**src/rtl/sdma_pkg.sv**
```systemverilog
package sdma_pkg;
  localparam logic [2:0] IX_CMD   = 3'd0;
  localparam logic [2:0] IX_SCNT  = 3'd1;
  localparam logic [2:0] IX_SADR  = 3'd2;
  localparam logic [2:0] IX_WCNT  = 3'd3;
  localparam logic [2:0] IX_WADR  = 3'd4;
  localparam logic [2:0] IX_STAT  = 3'd5;
  localparam logic [2:0] IX_SLST  = 3'd6;
  localparam logic [2:0] IX_WLST  = 3'd7;

  localparam logic [1:0] ACT_IDLE  = 2'd0;
  localparam logic [1:0] ACT_BLAST = 2'd1;
  localparam logic [1:0] ACT_ABORT = 2'd2;
  localparam logic [1:0] ACT_START = 2'd3;

  localparam int STAT_W    = 6;
  localparam int DIR_BIT   = 7;
  localparam int DONE_BIT  = 3;
  localparam int IRQ_BIT   = 4;
  localparam logic [STAT_W-1:0] CLR_MASK = 6'b001110;

  typedef enum logic {ST_IDLE, ST_BURST} xferState_t;

  typedef struct packed {
    logic wrCmd;
    logic wrStartCnt;
    logic wrStartAdr;
    logic wrStartLst;
    logic start;
    logic statWr1c;
    logic statRdClr;
    logic beat;
    logic forceZero;
  } dpStrobe_t;
endpackage

```
**src/rtl/sdma_ctrl.sv**
```systemverilog
module sdma_ctrl
  import sdma_pkg::*;
#(
  parameter int REG_W     = 32,
  parameter int LEN_W     = 16,
  parameter int BUS_BYTES = 4,
  localparam int OFF_W    = $clog2(BUS_BYTES)
) (
  input  logic                 clk,
  input  logic                 rstN,
  input  logic                 regWrEn,
  input  logic                 regRdEn,
  input  logic [2:0]           regIdx,
  input  logic [1:0]           cmdCode,
  input  logic                 w1cMode,
  input  logic                 cmdComplete,
  input  logic                 xferStart,
  input  logic                 xferDirIn,
  input  logic [LEN_W-1:0]     xferLen,
  input  logic                 cmdDir,
  input  logic [REG_W-1:0]     wkCount,
  input  logic [OFF_W-1:0]     wkOff,
  input  logic                 memAck,
  output dpStrobe_t            strobe,
  output logic [REG_W-1:0]     beatBytes,
  output logic                 memReq,
  output logic [BUS_BYTES-1:0] memBe,
  output logic                 dmaEnable,
  output logic                 abortReq,
  output logic                 xferBusy,
  output logic                 xferDone
);
  xferState_t state;
  logic [REG_W-1:0] burstLeft;
  logic [REG_W-1:0] room;
  logic [REG_W-1:0] offExt;
  logic [REG_W-1:0] clampLen;
  logic             cmdWr;
  logic             accept;

  assign cmdWr    = regWrEn && (regIdx == IX_CMD);
  assign clampLen = (REG_W'(xferLen) < wkCount) ? REG_W'(xferLen) : wkCount;
  assign accept   = dmaEnable && (xferDirIn == cmdDir) && (clampLen != '0);

  assign offExt    = REG_W'(wkOff);
  assign room      = REG_W'(BUS_BYTES) - offExt;
  assign beatBytes = (burstLeft < room) ? burstLeft : room;
  assign memReq    = (state == ST_BURST) && (wkCount != '0);
  assign xferBusy  = (state == ST_BURST);

  always_comb begin
    for (int i = 0; i < BUS_BYTES; i++) begin
      memBe[i] = memReq && (REG_W'(i) >= offExt) && (REG_W'(i) < offExt + beatBytes);
    end
  end

  always_comb begin
    strobe            = '0;
    strobe.wrCmd      = cmdWr;
    strobe.start      = cmdWr && (cmdCode == ACT_START);
    strobe.wrStartCnt = regWrEn && (regIdx == IX_SCNT);
    strobe.wrStartAdr = regWrEn && (regIdx == IX_SADR);
    strobe.wrStartLst = regWrEn && (regIdx == IX_SLST);
    strobe.statWr1c   = regWrEn && (regIdx == IX_STAT) && w1cMode;
    strobe.statRdClr  = regRdEn && (regIdx == IX_STAT) && !w1cMode;
    strobe.beat       = memReq && memAck;
    strobe.forceZero  = cmdComplete;
  end

  always_ff @(posedge clk or negedge rstN) begin
    if (!rstN) begin
      state     <= ST_IDLE;
      burstLeft <= '0;
      dmaEnable <= 1'b0;
      abortReq  <= 1'b0;
      xferDone  <= 1'b0;
    end else begin
      abortReq <= cmdWr && (cmdCode == ACT_ABORT);
      xferDone <= 1'b0;
      if (cmdWr && (cmdCode == ACT_START)) dmaEnable <= 1'b1;
      if (cmdWr && (cmdCode == ACT_IDLE))  dmaEnable <= 1'b0;
      case (state)
        ST_IDLE: begin
          if (xferStart) begin
            if (accept) begin
              burstLeft <= clampLen;
              state     <= ST_BURST;
            end else begin
              xferDone <= 1'b1;
            end
          end
        end
        default: begin
          if (wkCount == '0) begin
            state    <= ST_IDLE;
            xferDone <= 1'b1;
          end else if (memAck) begin
            burstLeft <= burstLeft - beatBytes;
            if (burstLeft == beatBytes) begin
              state    <= ST_IDLE;
              xferDone <= 1'b1;
            end
          end
        end
      endcase
    end
  end
endmodule

```
**src/rtl/sdma_datapath.sv**
```systemverilog
module sdma_datapath
  import sdma_pkg::*;
#(
  parameter int REG_W = 32
) (
  input  logic             clk,
  input  logic             rstN,
  input  dpStrobe_t        strobe,
  input  logic [REG_W-1:0] beatBytes,
  input  logic [2:0]       regIdx,
  input  logic [REG_W-1:0] regWrData,
  input  logic             scsiIrq,
  output logic [REG_W-1:0] regRdData,
  output logic [REG_W-1:0] wkCount,
  output logic [REG_W-1:0] wkAddr,
  output logic             cmdDir
);
  localparam logic [REG_W-1:0] WADR_RST = '1;
  localparam logic [REG_W-1:0] WLST_RST = ~REG_W'(2);

  logic [REG_W-1:0]  cmdReg, startCnt, startAdr, startLst, wkLst;
  logic [STAT_W-1:0] statReg, statClr, statSet, statView;

  assign cmdDir = cmdReg[DIR_BIT];

  always_comb begin
    statClr = '0;
    if (strobe.statWr1c)  statClr = regWrData[STAT_W-1:0] & CLR_MASK;
    if (strobe.statRdClr) statClr = CLR_MASK;
    statSet = '0;
    if ((strobe.beat && (wkCount == beatBytes)) || strobe.forceZero) statSet[DONE_BIT] = 1'b1;
  end

  always_ff @(posedge clk or negedge rstN) begin
    if (!rstN) begin
      cmdReg   <= '0;
      startCnt <= '0;
      startAdr <= '0;
      startLst <= '0;
      wkCount  <= '0;
      wkAddr   <= WADR_RST;
      wkLst    <= WLST_RST;
      statReg  <= '0;
    end else begin
      if (strobe.wrCmd)      cmdReg   <= regWrData;
      if (strobe.wrStartCnt) startCnt <= regWrData;
      if (strobe.wrStartAdr) startAdr <= regWrData;
      if (strobe.wrStartLst) startLst <= regWrData;
      if (strobe.start) begin
        wkCount <= startCnt;
        wkAddr  <= startAdr;
        wkLst   <= startLst;
        statReg <= '0;
      end else begin
        if (strobe.forceZero)  wkCount <= '0;
        else if (strobe.beat)  wkCount <= wkCount - beatBytes;
        if (strobe.beat)       wkAddr  <= wkAddr + beatBytes;
        statReg <= (statReg & ~statClr) | statSet;
      end
    end
  end

  always_comb begin
    statView          = statReg;
    statView[IRQ_BIT] = statReg[IRQ_BIT] | scsiIrq;
    case (regIdx)
      IX_CMD:  regRdData = cmdReg;
      IX_SCNT: regRdData = startCnt;
      IX_SADR: regRdData = startAdr;
      IX_WCNT: regRdData = wkCount;
      IX_WADR: regRdData = wkAddr;
      IX_STAT: regRdData = REG_W'(statView);
      IX_SLST: regRdData = startLst;
      default: regRdData = wkLst;
    endcase
  end
endmodule

```
**src/rtl/sdma_engine.sv**
```systemverilog
module sdma_engine
  import sdma_pkg::*;
#(
  parameter int REG_W     = 32,
  parameter int LEN_W     = 16,
  parameter int BUS_BYTES = 4,
  localparam int OFF_W    = $clog2(BUS_BYTES),
  localparam int BUS_W    = BUS_BYTES * 8
) (
  input  logic                 clk,
  input  logic                 rstN,
  input  logic                 regWrEn,
  input  logic                 regRdEn,
  input  logic [2:0]           regIdx,
  input  logic [REG_W-1:0]     regWrData,
  output logic [REG_W-1:0]     regRdData,
  input  logic                 w1cMode,
  input  logic                 scsiIrq,
  input  logic                 cmdComplete,
  input  logic                 xferStart,
  input  logic                 xferDirIn,
  input  logic [LEN_W-1:0]     xferLen,
  output logic                 xferBusy,
  output logic                 xferDone,
  input  logic [BUS_W-1:0]     coreWData,
  output logic [BUS_W-1:0]     coreRData,
  output logic                 coreRValid,
  output logic                 memReq,
  output logic                 memWrite,
  output logic [REG_W-1:0]     memAddr,
  output logic [BUS_BYTES-1:0] memBe,
  output logic [BUS_W-1:0]     memWData,
  input  logic                 memAck,
  input  logic [BUS_W-1:0]     memRData,
  output logic                 dmaEnable,
  output logic                 abortReq
);
  dpStrobe_t        strobe;
  logic [REG_W-1:0] beatBytes;
  logic [REG_W-1:0] wkCount;
  logic [REG_W-1:0] wkAddr;
  logic             cmdDir;
  logic [1:0]       cmdCode;

  assign cmdCode    = regWrData[1:0];
  assign memWrite   = cmdDir;
  assign memWData   = coreWData;
  assign coreRData  = memRData;
  assign coreRValid = memReq && memAck && !cmdDir;
  assign memAddr    = {wkAddr[REG_W-1:OFF_W], {OFF_W{1'b0}}};

  sdma_ctrl #(.REG_W(REG_W), .LEN_W(LEN_W), .BUS_BYTES(BUS_BYTES)) ctrl (
    .clk(clk), .rstN(rstN), .regWrEn(regWrEn), .regRdEn(regRdEn), .regIdx(regIdx),
    .cmdCode(cmdCode), .w1cMode(w1cMode), .cmdComplete(cmdComplete),
    .xferStart(xferStart), .xferDirIn(xferDirIn), .xferLen(xferLen),
    .cmdDir(cmdDir), .wkCount(wkCount), .wkOff(wkAddr[OFF_W-1:0]), .memAck(memAck),
    .strobe(strobe), .beatBytes(beatBytes), .memReq(memReq), .memBe(memBe),
    .dmaEnable(dmaEnable), .abortReq(abortReq), .xferBusy(xferBusy), .xferDone(xferDone)
  );

  sdma_datapath #(.REG_W(REG_W)) dpath (
    .clk(clk), .rstN(rstN), .strobe(strobe), .beatBytes(beatBytes), .regIdx(regIdx),
    .regWrData(regWrData), .scsiIrq(scsiIrq), .regRdData(regRdData),
    .wkCount(wkCount), .wkAddr(wkAddr), .cmdDir(cmdDir)
  );
endmodule

```
**config.mk**
```make
export PLATFORM = sky130hd
export DESIGN_NAME = sdma_engine
export DESIGN_NICKNAME = d
export VERILOG_FILES = /design/src/rtl/sdma_pkg.sv /design/src/rtl/sdma_ctrl.sv /design/src/rtl/sdma_datapath.sv /design/src/rtl/sdma_engine.sv
export SDC_FILE = /design/constraint.sdc
export NUM_CORES = 1
export LEC_CHECK = 0
export ABC_AREA = 1
export BUFFER_PORTS_ARGS = -buffer_cell sky130_fd_sc_hd__buf_2
export CAP_MARGIN = 5
export CORE_MARGIN = 2
export CORE_UTILIZATION = 50
export CTS_BUF_LIST = sky130_fd_sc_hd__clkbuf_8
export CTS_CLUSTER_DIAMETER = 100
export DETAILED_ROUTE_END_ITERATION = 8
export GPL_ROUTABILITY_DRIVEN = 0
export PLACE_DENSITY = 0.74
export SLEW_MARGIN = 10
export SYNTH_ARGS = -nofsm -noshare
export SYNTH_HDL_FRONTEND = slang
export SYNTH_HIERARCHICAL = 1
export SYNTH_SLANG_ARGS = --single-unit
```
**constraint.sdc**
```tcl
create_clock -name clk -period 3.8 [get_ports clk]
set_input_delay 0.38 -clock clk [delete_from_list [all_inputs] [get_ports clk]]
set_output_delay 0.38 -clock clk [all_outputs]
set_load 0.005 [all_outputs]
```
== Word level (Yosys, flattened, before mapping) ==
Index checks and enable logic that the tools add are counted.
Operators by class
  add/sub/neg operators: 5
  order comparisons: 10
  equal/unequal tests: 13
  mux-type cells: 31
  bitwise operators: 4
  reductions and logical operators: 39
Operator list (count)
  $mux W32: 12
  $pmux W32 S7: 1
  $eq A32 B32 Y1: 2
  $lt A1 B32 Y1 const A: 2
  $lt A2 B32 Y1 const A: 2
  $reduce_bool A32 Y1: 2
  $sub A32 B32 Y32: 2
  $add A2 B32 Y32: 1
  $add A32 B32 Y32: 1
  $logic_not A32 Y1: 1
  $lt A16 B32 Y1: 1
  $lt A32 B32 Y1: 1
  $logic_and A1 B1 Y1: 25
  $mux W1: 15
  $mux W6: 2
  $eq A3 B3 Y1 const B: 3
  $reduce_bool A2 Y1: 4
  $and A6 B6 Y6: 1
  $eq A3 B2 Y1 const B: 2
  $not A6 Y6: 1
  $or A6 B4 Y6: 1
  $eq A2 B2 Y1 const B: 2
  $ge A1 B2 Y1 const A: 2
  $ge A2 B2 Y1 const A: 2
  other kinds (12): 14
Word-level totals
  bits in registers: 266
  logic and storage cells: 115

== Depth between registers and ports, before layout ==
  depth after elaboration: 9
  depth in mapped cells: 29
  mapped depth without buffers: 29

== By module ==
The synthesis kept the hierarchy.
Modules (own cells, without submodules)
  sdma_datapath: times used 1, cells an instance 2006, area each 14745.4 µm², seq. area each 5759.3 µm²
  sdma_ctrl: times used 1, cells an instance 606, area each 3816.2 µm², seq. area each 900.9 µm²
  sdma_engine: times used 1, cells an instance 69, area each 509.2 µm², seq. area each 0.0 µm²

== Worst setup path before layout ==
OpenSTA, ideal clock, no wires.
  path kind: register to register
  start: register dpath.wkAddr[1]
  end: register ctrl.burstLeft[29]
  setup time: 0.117 ns
  arrival: 4.041 ns
  slack: -0.358 ns
  stages on the path, launching flop included: 29
  buffers on the path: 0
  cells stage by stage: dfstp_2 inv_1 ha_1 inv_1 ha_1 o21ai_0 nand2_1 a211oi_1 nand4_1 nand2_1 o21a_1 inv_1 ha_1 nand3_1 nand2_1 nor2_1 inv_1 nor2_2 nand2_1 nor2_2 nand2_1 nor2_1 nand2_1 nor2_2 nand2_1 o21ai_0 nand3_1 nand2_1 nand2_1
Between the ends
  longest elaborated chain between the ends: 7
RTL lines
  start: declaration: RTL line sdma_datapath.sv:15  | output logic [REG_W-1:0] wkAddr,
  start signal: assignment: RTL line sdma_datapath.sv:51  | wkAddr <= startAdr;
  start signal: assignment: RTL line sdma_datapath.sv:57  | if (strobe.beat) wkAddr <= wkAddr + beatBytes;
  $sub A3 B2 Y4 *: RTL line sdma_ctrl.sv:46  | assign room = REG_W'(BUS_BYTES) - offExt;
  $lt A32 B32 Y1: RTL line sdma_ctrl.sv:47  | assign beatBytes = (burstLeft < room) ? burstLeft : room;
  $mux W32 *: RTL line sdma_ctrl.sv:47
  via beatBytes[1]: RTL line sdma_engine.sv:39  | logic [REG_W-1:0] beatBytes;
  $sub A32 B32 Y32 *: RTL line sdma_ctrl.sv:98  | burstLeft <= burstLeft - beatBytes;
  $mux W32 *: RTL line sdma_ctrl.sv:97  | end else if (memAck) begin
  $mux W32 *: RTL line sdma_ctrl.sv:94  | if (wkCount == '0) begin
  $mux W32 *: RTL line sdma_ctrl.sv:82  | case (state)
  end signal: assignment: RTL line sdma_ctrl.sv:86  | burstLeft <= clampLen;
  end signal: assignment: RTL line sdma_ctrl.sv:98
  end: declaration: RTL line sdma_ctrl.sv:34  | logic [REG_W-1:0] burstLeft;
The timed path passes the listed nets; every way through them passes the cells marked *. The select of a mux whose other input is x is not followed.
A chain may end at the register's enable or synchronous reset.

== Worst setup path after layout ==
  start: register dpath.wkAddr[0]
  end: output memBe[0]
Between the ends
  longest elaborated chain between the ends: 6
RTL lines
  $sub A3 B2 Y4 *: RTL line sdma_ctrl.sv:46
  $lt A32 B32 Y1: RTL line sdma_ctrl.sv:47
  $mux W32 *: RTL line sdma_ctrl.sv:47
  via beatBytes[0]: RTL line sdma_engine.sv:39
  $add A2 B32 Y32 *: RTL line sdma_ctrl.sv:53  | memBe[i] = memReq && (REG_W'(i) >= offExt) && (REG_W'(i) < offExt + beatBytes);
  $lt A1 B32 Y1 *: RTL line sdma_ctrl.sv:53
  $logic_and A1 B1 Y1 *: RTL line sdma_ctrl.sv:53
  end: declaration: RTL line sdma_engine.sv:31  | output logic [BUS_BYTES-1:0] memBe,
The timed path passes the listed nets; every way through them passes the cells marked *.

==> flow_summary.yaml <==
outcome:
  run_status: "complete, but fails checks"
  failed_checks: "negative setup slack"
layout:
  area_growth_syn_to_layout_pct: 16.0
  insertedDiodeCount: 0
  layout-drive-gt1-share_pct: 21.3
  final_cells: 3375
  final_area_sq_um: 22100
  final_nets: 3042
  n_fill_cell: 3378
setup_path:
  critical_path_required_ns: 3.42
  start_kind: "flip-flop"
  arrival_ns: 3.76
  reg2reg_depth: 29
  end_kind: "primary output"
  crit_fanout: 2
  r2r-end: "ctrl/burstLeft[27]"
  path_class: "flip-flop to primary output"
  regToRegSetupSlack_ns: -0.29
  timing.rr.start: "dpath/wkAddr[0]"
sta:
  fin_crit_ns: 4.14
  fmax_mhz: 242
  drv_slew: 0
  rsz0062_at_grt: "yes"
  hold_viol_final: 0
  slew_headroom_pct: 29.9
  min_period_over_period_pct: 109
  setup_ws_ns: -0.338
  final.setup_skew_ns: 0.0326
  setup_violations: 25
  tightest_slew_ns: 1.05
floorplan:
  ios: 264
  die_area_sq_um: 39700
  start_util_pct: 50.8
  std_cell_rows: 71
  core_sq_um: 37600
  die_x_um: 199
  die_h_um: 199
clock_network:
  cts_tree: "yes"
  cts.sinks: 263
  cts_buffers: 47
  path_clk_slew_ns: 0.06
  clk_path_buf_depth: 3
  cts_root_buffer: "clkbuf_8"
  clock_latency_ns: 0.63
  htreeDepth: 2
grt:
  overflow: 0
  antenna_found_initial: 1
  track_usage_pct: 30.0
  grt_pass1_vias: 17900
  grt_max_degree: 83
  grt_pass1_wl_um: 93400
logic_synthesis:
  synth_edf_count: 0
  syn_area_sq_um: 19100
  netlist_instances: 2681
  async_flop_share_pct: 100
  synth-seq-area-share_pct: 34.9
  synth-main-ff-cell: "dfrtp_1"
  syn_area_per_cell_sq_um: 7.11
  ys_seq_elements: 263
  synth_warnings: 6
  synth_cell_type_count: 55
placement:
  dp_slack_ns: -0.386
  dp_hpwl_um: 43800
  post_dp_cell_area_sq_um: 20000
  io_buffers: 133
  dp.cells: 3231
power_and_ir_drop:
  peakVddDrop_uv: 375
  p_per_area_nw_per_um2: 766
  p_leak_nw: 11.0
drt:
  routed_wl_um: 60800
  route.met3.wl_um: 6260
  vias: 19000
  topRoutingLayerUsed: "met4"
  wl_met1_um: 25000
  drt_iter0_markers: 1610
  viasPerCell: 5.63
  ant_nets: 0
  wire_per_inst_um: 18.0
  firstDrtPassIters: 7
  met2_wirelength_um: 27100
  drc_errors: 0
worst_hold_path:
  min_path_type: "input pin to flip-flop"
  hp-start: "regWrData[30]"
  whs_path_depth: 3
  hold_path_end: "dpath/startCnt[30]"
job:
  cap_violations: 0
power by group:
group	total, mW	internal [mW]	switching [mW]
registers	4.85	3.85	0.996
logic	9.31	3.66	5.65
clock network	2.79	1.53	1.26
total	17.0	9.05	7.90
timing repair:
action,CTS,global route
setup buffers,11,25
hold endpoints to repair,114,0
hold buffers,21,0
pin swaps,27,76
resized for setup,70,120
endpoints found under the setup margin,50,80
per-layer routing:
metal  up-vias  GRT usage [%]
met4         0           12.7
met1      8955           40.9
met3       176           6.28
met5         -              0
li1       8899              -
met2       965           46.3
placed cells by master, fill, tap and decap left out, drive strengths merged, types with 8 or more instances in the layout:
master       Yosys  routed
dfstp           63      63
clkbuf          48      62
a31oi            8       8
nand2          674     674
buf            138     231
nor4             8       8
inv            410     433
xor2            12      12
conb             2      31
nand3b           8       8
ha              88      88
o22ai           38      38
o211ai          35      35
a21oi          183     183
xnor2           18      18
nor2           241     241
nand3          151     151
nand4           13      13
nor3            20      20
o21ai          197     197
a22oi           23      23
a221oi          32      32
dfrtp          200     200
dlygate4sd3      0      21
mux2            31      31
cell families after synthesis:
logic type,count (synthesis),share of synthesized area [%]
compound gates,538,16.3
xor+xnor,30,1.38
fa+ha+maj,92,6.19
buf+inv,597,14.1
flops,263,34.9
mux,31,1.83
other cells,2,0.0394
simple gates,1128,25.2
how the worst max path moves through the flow:
stage,startpoint,cells after the start,slack (ns),end
3_3_place_gp,dpath/wkAddr[0],26,-0.24,ctrl/burstLeft[27]
4_1_cts,dpath/wkAddr[0],19,-0.30,memBe[0]
3_5_place_dp,dpath/wkAddr[0],26,-0.39,ctrl/burstLeft[27]
5_1_grt,dpath/wkAddr[1],29,-0.52,ctrl/burstLeft[23]
2_1_floorplan,dpath/wkAddr[1],26,-0.23,ctrl/burstLeft[29]
6_report,dpath/wkAddr[0],19,-0.34,memBe[0]
sequential cells by signal, indices dropped and copies added (netlist names):
name	cells
dpath/statReg	3
dpath/wkAddr	32
ctrl/xferDone	1
ctrl/abortReq	1
dpath/startLst	32
dpath/wkLst	32
dpath/startCnt	32
ctrl/dmaEnable	1
ctrl/burstLeft	32
dpath/cmdReg	32
ctrl/xferBusy	1
dpath/startAdr	32
dpath/wkCount	32
Yosys cell counts (12+ instances only):
cell type,count,area share (%)
xor2_1,12,0.55
o22ai_1,38,1.2
xnor2_1,18,0.83
nor3_1,18,0.47
nand3_2,15,0.79
buf_4,104,4.1
mux2_2,31,1.8
a21oi_1,176,4.6
o211ai_1,35,1.4
nor2_2,12,0.39
inv_1,403,7.9
dfstp_2,63,8.7
clkbuf_1,48,0.94
a22oi_1,23,0.91
nand3_1,135,3.5
o21ai_0,190,5.0
ha_1,88,5.8
dfrtp_1,200,26
nand2_1,652,13
buf_2,29,0.76
nand2_2,20,0.66
nor2_1,224,4.4
nand4_1,13,0.43
a221oi_1,32,1.5
final cells by class:
type	instances	area (sq um)	area share (%)
multi-input cells	1850	10500	47.6
flip-flops and latches	263	6660	30.1
repair buffers	252	1730	7.83
inverters	411	1560	7.04
clock buffers	62	853	3.86
well taps	511	639	2.89
clock inverters	26	145	0.656
through the flow:
step	power [mW]	utilization (%)	setup TNS (ns)	hold slack [ns]
4_1_cts	15.8	57.2	-2.89	0.00116
3_5_place_dp	12.6	53.2	-5.67	0.434
6_report	17.0	58.9	-5.02	0.0294
3_3_place_gp	12.3	53.2	-2.26	0.421
5_1_grt	18.1	58.9	-10.85	0.00813
2_1_floorplan	9.99	-	-1.07	0.0844
critical path: stages, from the launching register on:
cell and delay [ns]:
dfstp_2 0.53, inv_2 0.05, ha_4 0.27, inv_4 0.04, ha_4 0.20, o21ai_2 0.05, nand2_1 0.08, a211oi_2 0.19
nand4_1 0.19, nand2_2 0.15, o21ai_4 0.07, buf_6 0.12, ha_4 0.16, fa_2 0.37, xnor2_2 0.15, inv_2 0.07
o211ai_1 0.13, nor2_1 0.16, nor2_1 0.06, buf_2 0.12
No activity file was read; power rests on OpenSTA's default activity.
